### src/rtl/lvl_irq_pkg.sv
package lvl_irq_pkg;

  localparam int DEF_NUM_LVL = 16;
  localparam int DEF_TT_W    = 8;
  localparam logic [DEF_TT_W-1:0] DEF_EXT_BASE = 8'h10;

  // strobes from control to datapath, all valid for one cycle
  typedef struct packed {
    logic selLoad;   // store arbitration result
    logic extLoad;   // store externally supplied trap type
    logic idxClear;  // empty the pending register
    logic raise;     // request pulse toward core
    logic drop;      // withdraw pulse toward core
    logic ack;       // acknowledge pulse toward source
  } ctlStrobes_t;

endpackage

### src/rtl/lvl_irq_datapath.sv
module lvl_irq_datapath
  import lvl_irq_pkg::*;
#(
  parameter int NUM_LVL = DEF_NUM_LVL,
  parameter int TT_W = DEF_TT_W,
  parameter logic [TT_W-1:0] EXT_BASE = DEF_EXT_BASE
) (
  input  logic               clk,
  input  logic               rst,
  input  logic [NUM_LVL-1:0] reqLines,
  input  logic [TT_W-1:0]    loadType,
  input  ctlStrobes_t        ctl,
  output logic               anyReq,
  output logic [TT_W-1:0]    selType,
  output logic [TT_W-1:0]    pendIdx,
  output logic               irqRaise,
  output logic               irqDrop,
  output logic               ackValid,
  output logic [TT_W-1:0]    ackTrap
);

  localparam int LVL_W = $clog2(NUM_LVL);
  localparam int GRP_W = TT_W - LVL_W;

  logic [NUM_LVL-1:1] higherAny;
  logic [NUM_LVL-1:1] grant;
  logic [LVL_W-1:0]   selLvl;
  logic               unusedLvl0;

  assign unusedLvl0 = reqLines[0];

  // priority chain: a level wins when nothing above it is requesting
  assign higherAny[NUM_LVL-1] = 1'b0;
  genvar g;
  generate
    for (g = NUM_LVL - 2; g >= 1; g--) begin : g_chain
      assign higherAny[g] = higherAny[g+1] | reqLines[g+1];
    end
    for (g = 1; g < NUM_LVL; g++) begin : g_grant
      assign grant[g] = reqLines[g] & ~higherAny[g];
    end
  endgenerate

  always_comb begin
    selLvl = '0;
    for (int i = 1; i < NUM_LVL; i++) begin
      if (grant[i]) selLvl = LVL_W'(i);
    end
  end

  assign anyReq  = |reqLines[NUM_LVL-1:1];
  assign selType = EXT_BASE | {{GRP_W{1'b0}}, selLvl};

  always_ff @(posedge clk) begin
    if (rst) begin
      pendIdx  <= '0;
      irqRaise <= 1'b0;
      irqDrop  <= 1'b0;
      ackValid <= 1'b0;
      ackTrap  <= '0;
    end else begin
      irqRaise <= ctl.raise;
      irqDrop  <= ctl.drop;
      ackValid <= ctl.ack;
      if (ctl.ack) ackTrap <= pendIdx;
      if (ctl.idxClear)     pendIdx <= '0;
      else if (ctl.extLoad) pendIdx <= loadType;
      else if (ctl.selLoad) pendIdx <= selType;
    end
  end


  raise_changed_chk: assert property (@(posedge clk) disable iff (rst)
    irqRaise |-> (pendIdx != $past(pendIdx)) &&
                 (pendIdx[TT_W-1:LVL_W] == EXT_BASE[TT_W-1:LVL_W]));


  drop_clears_chk: assert property (@(posedge clk) disable iff (rst)
    irqDrop |-> (pendIdx == '0) &&
                ($past(pendIdx[TT_W-1:LVL_W]) == EXT_BASE[TT_W-1:LVL_W]));


  ack_ext_only_chk: assert property (@(posedge clk) disable iff (rst)
    ackValid |-> (pendIdx == '0) &&
                 (ackTrap[TT_W-1:LVL_W] == EXT_BASE[TT_W-1:LVL_W]));

endmodule

### src/rtl/lvl_irq_control.sv
module lvl_irq_control
  import lvl_irq_pkg::*;
#(
  parameter int TT_W = DEF_TT_W,
  parameter int LVL_W = 4,
  parameter logic [TT_W-1:0] EXT_BASE = DEF_EXT_BASE
) (
  input  logic            clk,
  input  logic            rst,
  input  logic            trapTaken,
  input  logic            trapLoad,
  input  logic            anyReq,
  input  logic [TT_W-1:0] selType,
  input  logic [TT_W-1:0] pendIdx,
  output ctlStrobes_t     ctl
);

  logic pendExt;
  logic pendZero;

  assign pendExt  = pendIdx[TT_W-1:LVL_W] == EXT_BASE[TT_W-1:LVL_W];
  assign pendZero = pendIdx == '0;

  // order: taken, then load, then arbitration, then withdrawal
  always_comb begin
    ctl = '0;
    if (trapTaken) begin
      ctl.idxClear = 1'b1;
      ctl.ack      = pendExt;
    end else if (trapLoad) begin
      ctl.extLoad = 1'b1;
    end else if (anyReq && (pendZero || pendExt)) begin
      ctl.selLoad = 1'b1;
      ctl.raise   = selType != pendIdx;
    end else if (!anyReq && pendExt) begin
      ctl.idxClear = 1'b1;
      ctl.drop     = 1'b1;
    end
  end


  foreign_hold_chk: assert property (@(posedge clk) disable iff (rst)
    (!pendZero && !pendExt && !trapTaken && !trapLoad) |=> $stable(pendIdx));


  idle_no_drop_chk: assert property (@(posedge clk) disable iff (rst)
    (!anyReq && !pendExt && !trapTaken && !trapLoad) |=> $stable(pendIdx));

endmodule

### src/rtl/lvl_irq_arbiter.sv
module lvl_irq_arbiter
  import lvl_irq_pkg::*;
#(
  parameter int NUM_LVL = DEF_NUM_LVL,
  parameter int TT_W = DEF_TT_W,
  parameter logic [TT_W-1:0] EXT_BASE = DEF_EXT_BASE
) (
  input  logic               clk,
  input  logic               rst,
  input  logic [NUM_LVL-1:0] reqLines,
  input  logic               trapLoad,
  input  logic [TT_W-1:0]    trapLoadType,
  input  logic               trapTaken,
  output logic [TT_W-1:0]    pendIdx,
  output logic               pendValid,
  output logic               irqActive,
  output logic               irqRaise,
  output logic               irqDrop,
  output logic               ackValid,
  output logic [TT_W-1:0]    ackTrap
);

  localparam int LVL_W = $clog2(NUM_LVL);

  ctlStrobes_t         ctl;
  logic                anyReq;
  logic [TT_W-1:0]     selType;

  lvl_irq_control #(.TT_W(TT_W), .LVL_W(LVL_W), .EXT_BASE(EXT_BASE)) u_ctl (
    .clk(clk), .rst(rst), .trapTaken(trapTaken), .trapLoad(trapLoad),
    .anyReq(anyReq), .selType(selType), .pendIdx(pendIdx), .ctl(ctl)
  );

  lvl_irq_datapath #(.NUM_LVL(NUM_LVL), .TT_W(TT_W), .EXT_BASE(EXT_BASE)) u_dp (
    .clk(clk), .rst(rst), .reqLines(reqLines), .loadType(trapLoadType),
    .ctl(ctl), .anyReq(anyReq), .selType(selType), .pendIdx(pendIdx),
    .irqRaise(irqRaise), .irqDrop(irqDrop), .ackValid(ackValid),
    .ackTrap(ackTrap)
  );

  assign pendValid = pendIdx != '0;
  assign irqActive = pendIdx[TT_W-1:LVL_W] == EXT_BASE[TT_W-1:LVL_W];


  reset_quiet_chk: assert property (@(posedge clk)
    rst |=> (pendIdx == '0) && !irqRaise && !irqDrop && !ackValid);


  load_wins_chk: assert property (@(posedge clk) disable iff (rst)
    (trapLoad && !trapTaken) |=> pendIdx == $past(trapLoadType));

  // input rule: taken and load never coincide, taken only when pending
  taken_excl_chk: assert property (@(posedge clk) disable iff (rst)
    trapTaken |-> !trapLoad && pendValid);

endmodule

### config.mk
export PLATFORM = sky130hd
export DESIGN_NAME = lvl_irq_arbiter
export DESIGN_NICKNAME = d
export VERILOG_FILES = /design/src/rtl/lvl_irq_pkg.sv /design/src/rtl/lvl_irq_datapath.sv /design/src/rtl/lvl_irq_control.sv /design/src/rtl/lvl_irq_arbiter.sv
export SDC_FILE = /design/constraint.sdc
export NUM_CORES = 1
export LEC_CHECK = 0
export BUFFER_PORTS_ARGS = -buffer_cell sky130_fd_sc_hd__buf_4
export CORE_MARGIN = 2
export CORE_UTILIZATION = 47
export DETAILED_ROUTE_END_ITERATION = 8
export GPL_TIMING_DRIVEN = 0
export HOLD_SLACK_MARGIN = 0.12
export PLACE_DENSITY = 0.86
export REMOVE_ABC_BUFFERS = 1
export SLEW_MARGIN = 20
export SYNTH_ARGS = -nofsm -noshare
export SYNTH_HDL_FRONTEND = slang
export SYNTH_HIERARCHICAL = 1
export SYNTH_SLANG_ARGS = --single-unit
### constraint.sdc
create_clock -name clk -period 2.7 [get_ports clk]
set_clock_uncertainty 0.2 [all_clocks]
set_input_delay 0.135 -clock clk [delete_from_list [all_inputs] [get_ports clk]]
set_output_delay 0.135 -clock clk [all_outputs]
set_load 0.03 [all_outputs]
Yosys cells after proc, flatten, opt, wreduce, memory -nomap -nowiden
Cells that the tools add are included.
{ "totals": {"register_bits": 19, "latchBits": 0, "ramBits": 0, "mem_bits_ro": 0, "in_bits": 28, "word_cells": 87, "mem_count": 0} }
{ "op_classes": {"n_addsub": 0, "n_mul": 0, "div": 0, "magnitude_cmp": 0, "eq_ne": 2, "n_shift": 0, "mux": 27, "bitwise_logic": 42, "n_reduce_logical": 11} }
{ "ops": {"columns": ["operator", "count"], "rows": [
  ["2-to-1 mux 4 bit", 14],
  ["2-to-1 mux 8 bit", 2],
  ["inverter 1 bit", 15],
  ["OR reduction 15 bit", 1],
  ["bitwise AND 1 bit", 14],
  ["OR 1 bit", 13],
  ["2-to-1 mux 1 bit", 9],
  ["logical NOT 8 bit", 1],
  ["inequality test 5 x 8 -> 1 bit", 1],
  ["nonzero test 8 bit", 1],
  ["== test 4 x 1 -> 1 bit (second input constant)", 1],
  ["OR reduction 4 bit", 1],
  ["2-to-1 mux 3 bit", 1],
  ["OR reduction 3 bit", 1],
  ["logical AND 1 bit", 2],
  ["2-to-1 mux 2 bit", 1],
  ["nonzero test 2 bit", 1],
  ["OR reduction 2 bit", 1],
  ["logical NOT 1 bit", 1],
  ["logical OR 1 bit", 1]
]} }

Longest topological paths before layout
Gate-level depths: netlist of the first run.
{ "depth": {"ltp_word": 35, "mapped_depth": 10, "ltp_nobuf": 9} }

Modules after synthesis
The synthesis of the first run kept the hierarchy.
{ "modules_own_cells": {"columns": ["module", "instances", "cells_per_inst", "area_per_inst_um2", "seq_area_each_um2"], "rows": [
  ["lvl_irq_datapath", 1, 110, 940.9, 380.4],
  ["lvl_irq_control", 1, 21, 166.4, 0.0],
  ["lvl_irq_arbiter", 1, 5, 30.0, 0.0]
]} }

Worst setup path after synthesis of the first run
Ideal clock, no wire load.
{ "synth_path": {"path_type": "input port to flip-flop", "startpoint": "input reqLines[14]", "endpoint": "register u_dp.pendIdx[0]", "arrival_ns": 1.936, "t_required_ns": 2.384, "setup_slack_ns": 0.449, "cell_stages": 10, "path_buffers": 1, "cell_sequence": "nor4_2 nand4_1 nor2_1 nand3_1 nand2b_1 or2_1 clkbuf_1 nor3b_1 a32o_1 a31o_1"} }
{ "synth_rtl": {"columns": ["element", "line_no", "source"], "rows": [
  ["start: declaration", "lvl_irq_arbiter.sv:10", "input logic [NUM_LVL-1:0] reqLines,"],
  ["end signal: assignment", "lvl_irq_datapath.sv:67", "else if (ctl.extLoad) pendIdx <= loadType;"],
  ["end signal: assignment", "lvl_irq_datapath.sv:68", "else if (ctl.selLoad) pendIdx <= selType;"],
  ["end: declaration", "lvl_irq_datapath.sv:15", "output logic [TT_W-1:0] pendIdx,"]
]} }

==> results of run 1 <==
==> how the worst max path moves through the flow <==
| stage | cells after the start | from | slack [ps] | endpoint |
|---|---|---|---|---|
| floorplan | 9 | reqLines[14] | 530 | u_dp/pendIdx[0]$_SDFFE_PP0P_ |
| global placement | 10 | reqLines[14] | 80 | u_dp/pendIdx[0]$_SDFFE_PP0P_ |
| detailed placement | 10 | reqLines[14] | 20 | u_dp/pendIdx[0]$_SDFFE_PP0P_ |
| CTS | 6 | trapTaken | 240 | u_dp/pendIdx[2]$_SDFFE_PP0P_ |
| global route | 10 | reqLines[14] | 90 | u_dp/pendIdx[0]$_SDFFE_PP0P_ |
| finish | 6 | trapTaken | 160 | u_dp/pendIdx[2]$_SDFFE_PP0P_ |
==> routing by layer <==
| layer | vias up | GRT usage [%] | share of wire [%] |
|---|---|---|---|
| li1 | 592 | - | - |
| met1 | 558 | 27.16 | 39 |
| met2 | 44 | 47.50 | 54 |
| met3 | 6 | 6.215 | 6.1 |
| met4 | 0 | 9.829 | 1.6 |
| met5 | - | 0 | 0 |
==> stage by stage <==
stage / power (mW) / setup slack [ps]
floorplan: 0.3721 / 527.7
global placement: 0.4343 / 76.40
detailed placement: 0.4390 / 17.48
CTS: 0.5991 / 236.8
global route: 0.6259 / 88.25
finish: 0.5973 / 158.8
==> layout make-up <==
type	instances	area [sq um]
timing repair buffer	63	513.0
multi-input combinational	108	705.7
sequential	19	380.4
fill	157	589.3
tap	28	35.03
clock buffer	3	22.52
clock inverter	1	5.005
inverter	1	3.754
==> Yosys cell counts (2+ instances only) <==
library cell / count
mux2i_1: 8
nor2b_1: 6
nor3b_1: 4
buf_4: 4
o31ai_1: 2
a21oi_1: 6
xor2_1: 8
nor4_1: 3
clkbuf_1: 4
nor2_1: 29
and3_1: 2
conb_1: 2
nand3_1: 2
nand2b_1: 2
nor4_2: 2
buf_2: 2
dfxtp_1: 19
nor3_1: 2
o21ai_0: 2
nand2_1: 5
==> power by group <==
part | switching [mW] | leakage [nW] | internal (mW)
clock | 0.0893 | 0.0177 | 0.0551
sequential | 0.0102 | 0.154 | 0.286
combinational | 0.0774 | 0.550 | 0.0796
total | 0.177 | 0.722 | 0.420
==> timing repair <==
| action | 4_1_cts | 5_1_grt |
|---|---|---|
| endpoints found under the hold margin | 19 | 0 |
| buffers inserted | 0 | 0 |
| hold buffers | 16 | 0 |
==> worst max-delay path, stage by stage <==
cell	delay, ps
dlygate4sd3_1	550
buf_4	150
nor2b_1	850
a311o_1	210
a21oi_1	70
dlygate4sd3_1	570
==> cell families after synthesis <==
| kind of cell | Yosys count | synth area share [%] |
|---|---|---|
| buffers and inverters | 11 | 5.170 |
| AOI/OAI and AO/OA | 23 | 15.18 |
| muxes | 8 | 7.041 |
| xor gates and xnor gates | 8 | 6.161 |
| other | 2 | 0.6603 |
| and+or+nand+nor | 65 | 32.34 |
| DFF | 19 | 33.44 |
==> flip-flops by register name, indices dropped and copies added (netlist names) <==
signal,cells
u_dp/ackTrap,8
u_dp/pendIdx,8
u_dp/ackValid,1
u_dp/irqDrop,1
u_dp/irqRaise,1
==> results.md, run 1 <==
* Final antenna-violating net count at 0
* Maximum vdd drop at 0.0003156 V
* Initial detailed-routing violation count at 39
* Commonest non-fill, non-tap cell in the layout: buf_4
* N_diodes at 0
* Fin. Hold Viols at 0
* Placed cell area at 1478 sq um
* Ys flop type: dfxtp_1
* Max-cap violations at 0
* FMAX at 393.5 MHz
* Overall routing resource usage at between 20% and 30%
* Hold path depth at 4
* Initial Utilization at approximately half
* Synthesized flop and latch total at 19
* Hold Path Origin: reqLines[11]
* Period utilization at ~94%
* Post-route insts no fill at around 220
* Vias per cell at roughly 5.4
* Vias at 1200
* Die X at between 50 and 60 um
* Number of flops mapped to enable cells by yosys at 0
* Final WL at between 3000 and 4000 um
* Wirelength per Cell at between 10 and 15 um
* Hold Slack at ~140 ps
* Area grow syn2layout at 46.42%
* Startpoint types: input port
* Synthesized instance count at approximately 140
* Utilization after layout at 73.86%
* R2R Path Start: u_dp/pendIdx[1]$_SDFFE_PP0P_
* YS warnings at 6
* I/O pin total at between 40 and 50
* PwrDens at around 360 nW/um^2
* Slew headroom at between 20% and 30%
* Die Area at around 2800 sq um
* Min Tclk post-route at between 2000 and 3000 ps
* CP Capture Type: register
* Crit path max fanout at 17
* Final instance area at 1665 sq um
* Depth of the most critical reg-to-reg path at 6
* Global-route wire length before repair at 5271 um
* Final setup vio count at 0
* Syn Area/Cell at ~8.4 sq um
* Library cells used by synthesis at 42
* Post-synth top area cell: dfxtp_1
* Drt first pass iters at 4
* Largest net degree at the start of global routing at 18
* Most frequent cells in the layout: buf_4, nor2_1, dfxtp_1
* LEAKAGE at just over 0.7 nW
* TritonCTS Buffers at 3
* Row count at 17
* CTS Buffer Depth at 2
* Part of the Yosys area used for sequential elements at about a third
* Outcome: completed
* Placed Cells at 203
* Clock Latency Late Sink at 290 ps
* Synth area leaders: dfxtp_1, nor2_1, mux2i_1
* Hold WC Path Type: input port to register
* Die span in y at approximately 53 um
* PostCTS Resize Cnt at 0
* Number of port buffers at between 40 and 50
* Share of cells above drive strength 1 at a little under a third
* CTS H-tree depth at 1
* CTS clk-pin slew, worst paths at about 110 ps
* Final slew viol count at 0
* Core ar. at 2255 sq um
* Total Neg Setup Slack at 0 ps
* Hold EP: u_dp/pendIdx[0]$_SDFFE_PP0P_
* Reg-to-reg endpoint: u_dp/pendIdx[2]$_SDFFE_PP0P_
* Total Nets Final at 224
* DP Wirelength at around 2200 um
* Data arrival, critical path at about 2500 ps
* Number of global-route vias before repair at about 1200
* Initial antenna violation count at 0
* CP required at 2690 ps
* Area share of the largest cell type after synthesis at 33.44%
* Routability congestion estimate at around 0.8
* Unrepaired setup endpoints after global routing: no
* # DRC at 0
* Grt ovf at 0
* Mapped Area at 1137 sq um
* R2R Setup Slk at between 200 and 300 ps
* Clk sinks at 19
* Root Driver: clkbuf_4
* WS Path Type: input port to register
* Fraction of registers with async set/reset at 0%
* Slew @ Worst Pin at 1118 ps
* CTS tree: yes
No activity file was read; power rests on OpenSTA's default activity.
==> run 2: changes to the inputs <==
CORE_UTILIZATION = 49   (was 47)
CTS_BUF_LIST = sky130_fd_sc_hd__clkbuf_8   (was default)
PLACE_DENSITY = 0.89   (was 0.86)
==> run 2 against run 1 <==
Compared with the run above: sequential share of layout area increased by 0.40 points; wire length fell by 5.0%; maximum frequency grew 2.1%; first-iteration DRC count decreased by 15%; non-clock buffer count is 5 lower; flip-flop and latch count stayed put; utilization grew 0.12 points; critical path depth up 4.
==> results.md, run 2 (synthesized netlist as in run 1, its figures left out) <==
* Die span in y at between 50 and 60 um
* Vias at 1202
* Multi-input logic area at approximately 710 sq um
* Initial antenna violation count at 0
* Maximum vdd drop at roughly 0.00044 V
* TritonCTS Buffers at 3
* PwrDens at 389.2 nW/um^2
* Min Tclk post-route at 2489 ps
* Number of port buffers at 47
* Largest regs: u_dp/ackTrap (8), u_dp/pendIdx (8)
* Total Neg Setup Slack at 0 ps
* Placed Cells at between 200 and 250
* Unrepaired setup endpoints after global routing: no
* I/O pin total at between 40 and 50
* CTS H-tree depth at 1
* Core ar. at around 2200 sq um
* CTS Buffer Depth at 2
* Clock Latency Late Sink at 250 ps
* Final antenna-violating net count at 0
* Vias per cell at ~5.5
* Initial Utilization at roughly half
* Row count at 17
* Pwr Total at 0.6370 mW
* Data arrival, critical path at around 2400 ps
* Max-cap violations at 0
* Area grow syn2layout at 43.89%
* Hold Slack at 135.2 ps
* Post-route insts no fill at around 220
* Global-route wire length before repair at about 5000 um
* Drt first pass iters at 4
* Hold Path Origin: reqLines[14]
* Share of cells above drive strength 1 at 32.11%
* Largest net degree at the start of global routing at 18
* Overall routing resource usage at 24.82%
* Hold WC Path Type: input port to register
* Most frequent cells in the layout: buf_4, nor2_1, dfxtp_1
* LEAKAGE at between 0.7 and 0.8 nW
* Commonest non-fill, non-tap cell in the layout: buf_4
* Clk sinks at 19
* Final slew viol count at 0
* CTS clk-pin slew, worst paths at around 70 ps
* Root Driver: clkbuf_8
* Wirelength per Cell at about 14 um
* CP required at 2650 ps
* M1 WL at around 1200 um
* Slew headroom at between 50% and 60%
* Outcome: completed
* Total Nets Final at roughly 220
* Final WL at 3059 um
* Initial detailed-routing violation count at 33
* Reg-to-reg endpoint: u_dp/pendIdx[0]$_SDFFE_PP0P_
* Met3 wire len at ~180 um
* PostCTS Resize Cnt at 0
* Grt ovf at 0
* Routability congestion estimate at roughly 0.75
* Fin. Hold Viols at 0
* FMAX at roughly 400 MHz
* Top Metal Used: met4
* CTS tree: yes
* # DRC at 0
* Slowest stage cell, crit path: nor4_2
* Slew @ Worst Pin at approximately 650 ps
* Postcts setup bufs at 0
* WS Path Type: input port to register
* Met2 Wirelength at about 1600 um
* N_diodes at 0
* Die X at ~52 um
* Fill count at roughly 160
* Crit path max fanout at 8
* Hold path depth at 3
* R2R Setup Slk at about 540 ps
* CP Capture Type: register
* Hold EP: u_dp/pendIdx[0]$_SDFFE_PP0P_
* Seq. cell area at about 380 sq um
* Depth of the most critical reg-to-reg path at 7
* Period utilization at between 90% and 100%
* CP cell instances: buf_4, nor4_2, nand4_1, nor2_1, nand3_1, nand2b_1, or2_1, nor3b_1, a32o_1, a31o_1
* R2R Path Start: u_dp/pendIdx[6]$_SDFFE_PP0P_
* Die Area at about 2700 sq um
* Final setup vio count at 0
* Number of global-route vias before repair at around 1200
* CP peak stage delay at ~580 ps
* DP Wirelength at 2195 um
* Startpoint types: input port
-- run 2: cell types whose count changed in the layout (fill, tap and decap cells not counted) --
cell	previous run	this run
clkbuf_4	3	0
nor2b_1	6	5
nor2b_2	0	1
dlygate4sd3_1	16	11
clkbuf_8	0	3
-- run 2: worst max path at each step --
| stage | startpoint | endpoint | slack [ps] | cells after the start |
|---|---|---|---|---|
| after global placement | reqLines[14] | u_dp/pendIdx[0]$_SDFFE_PP0P_ | 100 | 10 |
| after detailed placement | reqLines[14] | u_dp/pendIdx[0]$_SDFFE_PP0P_ | 30 | 10 |
| after floorplan | reqLines[14] | u_dp/pendIdx[0]$_SDFFE_PP0P_ | 530 | 9 |
| final | reqLines[14] | u_dp/pendIdx[0]$_SDFFE_PP0P_ | 210 | 10 |
| after CTS | reqLines[14] | u_dp/pendIdx[0]$_SDFFE_PP0P_ | 250 | 10 |
| after global routing | reqLines[14] | u_dp/pendIdx[0]$_SDFFE_PP0P_ | 50 | 10 |
-- run 2: routing by layer --
metal | vias up | track usage (%)
li1 | 580 | -
met1 | 568 | 27.32
met2 | 46 | 46.84
met3 | 8 | 5.714
met4 | 0 | 7.265
met5 | - | 0
-- run 2: worst max-delay path, delay by kind of cell --
family,cells,cell delay [ps]
AO/OA/AOI/OAI,2,490
AND/OR/NAND/NOR,7,1680
buffers and inverters,1,130
-- run 2: repair_timing --
item                       CTS  global route
hold buffers                11             0
hold endpoints to repair    19             0
setup endpoints to repair    0             0
-- run 2: area by class of cell --
| class | count | share of cell area (%) |
|---|---|---|
| flip-flops and latches | 19 | 23.24 |
| clock buffers | 3 | 2.523 |
| clock inverters | 1 | 0.3058 |
| well taps | 28 | 2.141 |
| repair buffers | 58 | 28.29 |
| inverters | 1 | 0.2294 |
| multi-input cells | 108 | 43.27 |
-- run 2: per-stage QoR --
| stage | util, % | instance area, sq um | setup WS [ps] |
|---|---|---|---|
| floorplan | - | 1090 | 527.7 |
| global placement | 66.80 | 1478 | 96.30 |
| detailed placement | 66.80 | 1478 | 26.73 |
| CTS | 73.87 | 1634 | 253.3 |
| global route | 73.98 | 1637 | 51.54 |
| finish | 73.98 | 1637 | 211.0 |
-- run 2: power by group --
| group | internal (mW) | switching [mW] | total [mW] |
|---|---|---|---|
| registers | 0.286 | 0.0100 | 0.296 |
| clock network | 0.102 | 0.0881 | 0.190 |
| logic | 0.0750 | 0.0757 | 0.151 |
| total | 0.463 | 0.174 | 0.637 |
==> run 3: changes to the inputs <==
PLACE_DENSITY = 0.82   (was 0.89)
==> run 3 against run 2 <==
Compared with the run above: maximum frequency increased by 4.1%; setup slack better by 97 ps; final cell count down 0.46%; power grew 1.2%; sequential share of layout area rose by 0.14 points; largest power group unchanged; register-to-register slack better by 40 ps; combinational power barely moved.
==> results.md, run 3 (synthesized netlist as in run 1, its figures left out) <==
* Vias per cell at around 5.4
* Initial antenna violation count at 0
* Final instance area at ~1600 sq um
* Slew @ Worst Pin at 620.6 ps
* CP cell instances: buf_4, nor4_2, nand4_1, nor2_1, nand3_1, nand2b_1, or2_1, nor3b_1, a32o_1, a31o_1
* Fin. Hold Viols at 0
* Unrepaired setup endpoints after global routing: no
* Startpoint types: input port
* Clock Latency Late Sink at approximately 250 ps
* Hold Slack at between 100 and 150 ps
* Number of global-route vias before repair at 1112
* Maximum vdd drop at just under 0.0003 V
* CP peak stage delay at about 540 ps
* Die X at 52.18 um
* Commonest non-fill, non-tap cell in the layout: buf_4
* I/O pin total at 49
* Psw at 0.1817 mW
* Logic pwr share at a little under a quarter
* # DRC at 0
* Largest regs: u_dp/ackTrap (8), u_dp/pendIdx (8)
* Overall routing resource usage at 24.55%
* Initial Utilization at between 50% and 60%
* Final WL at 3091 um
* Placed cell area at between 1000 and 1500 sq um
* Proportion of power drawn by the clock network at between 30% and 40%
* Slew headroom at about three fifths
* Slowest stage cell, crit path: nor4_2
* Period utilization at around nine tenths
* CTS hold repair buffers at 10
* N_diodes at 0
* CP Capture Type: register
* Min Tclk post-route at between 2000 and 2500 ps
* Drt first pass iters at 4
* CTS clk-pin slew, worst paths at ~70 ps
* Die Area at 2722 sq um
* R2R Setup Slk at around 580 ps
* Seq. cell area at 380.4 sq um
* Outcome: completed
* Core ar. at 2212 sq um
* Global-route wire length before repair at roughly 4900 um
* Max-cap violations at 0
* Multi-input logic area at ~700 sq um
* FMAX at roughly 420 MHz
* Sequential share of power at between 40% and 50%
* Final slew viol count at 0
* Wirelength per Cell at about 14 um
* Most frequent cells in the layout: buf_4, nor2_1, dfxtp_1
* Switching portion of total power at 28.18%
* Postcts setup bufs at 0
* CTS tree: yes
* Fill count at around 180
* Data arrival, critical path at ~2300 ps
* Die span in y at approximately 52 um
* Total Nets Final at roughly 220
* Clk sinks at 19
* Final antenna-violating net count at 0
* Root Driver: clkbuf_8
* Number of port buffers at 47
* Total Neg Setup Slack at 0 ps
* Crit path max fanout at 8
* DP Wirelength at 2258 um
* CP required at between 2000 and 3000 ps
* WS Path Type: input port to register
* TritonCTS Buffers at 3
* Row count at 17
* CTS H-tree depth at 1
* CTS Buffer Depth at 2
* Initial detailed-routing violation count at 20
* PwrDens at between 300 and 400 nW/um^2
* Final setup vio count at 0
* LEAKAGE at 0.7014 nW
* P_int at roughly 0.46 mW
* Largest net degree at the start of global routing at 18
* Routability congestion estimate at ~0.83
* Share of cells above drive strength 1 at between 30% and 40%
* Grt ovf at 0
* Area grow syn2layout at 43.01%
* Hold WC Path Type: input port to register
* Vias at between 1000 and 1500
* PostCTS Resize Cnt at 0
[run 3: changes by cell type in the layout (fill, tap and decap cells not counted), sizes merged]
cell and delta:
dlygate4sd3 -1
[run 3: layer usage]
metal,GRT usage [%],vias to the layer above,wire [um]
li1,-,578,-
met1,27.22,555,1210
met2,46.62,44,1709
met3,3.429,4,140
met4,9.402,0,30
met5,0,-,0
[run 3: metrics by stage]
stage	instances	total power, mW	util (%)	setup slack (ps)
floorplan	128	0.3721	-	527.7
global placement	203	0.4342	66.80	76.98
detailed placement	203	0.4382	66.80	71.96
CTS	217	0.6449	73.42	316.5
global route	217	0.6756	73.53	111.2
finish	217	0.6447	73.53	307.8
[run 3: power by group through the flow]
stage | registers [mW] | clock network [mW] | logic, mW
after floorplan | 0.310 | 0 | 0.0618
after global placement | 0.302 | 0 | 0.132
after global routing | 0.296 | 0.216 | 0.164
after detailed placement | 0.302 | 0 | 0.136
after CTS | 0.296 | 0.200 | 0.150
final | 0.296 | 0.198 | 0.152
[run 3: area by class of cell]
type / instances / share of cell area [%]
Clock buffer: 3 / 2.538
Tap cell: 28 / 2.154
Clock inverter: 1 / 0.3077
Sequential cell: 19 / 23.38
Multi-Input combinational cell: 108 / 43.54
Timing Repair Buffer: 57 / 27.85
Inverter: 1 / 0.2308
[run 3: worst max-delay path: cells and delay by family]
kind                   cells  cell delay (ps)
and+or+nand+nor            7             1600
AOI/OAI and AO/OA          2              470
buffers and inverters      1              120
[run 3: final timing paths]
path	startpoint	cells after the start	end
worst min register to register	u_dp/ackTrap[6]$_SDFFE_PP0P_	2	u_dp/ackTrap[6]$_SDFFE_PP0P_
worst max register to register	u_dp/pendIdx[7]$_SDFFE_PP0P_	7	u_dp/pendIdx[0]$_SDFFE_PP0P_
worst min-delay path	reqLines[15]	5	u_dp/pendIdx[1]$_SDFFE_PP0P_
worst max-delay path	reqLines[14]	10	u_dp/pendIdx[0]$_SDFFE_PP0P_
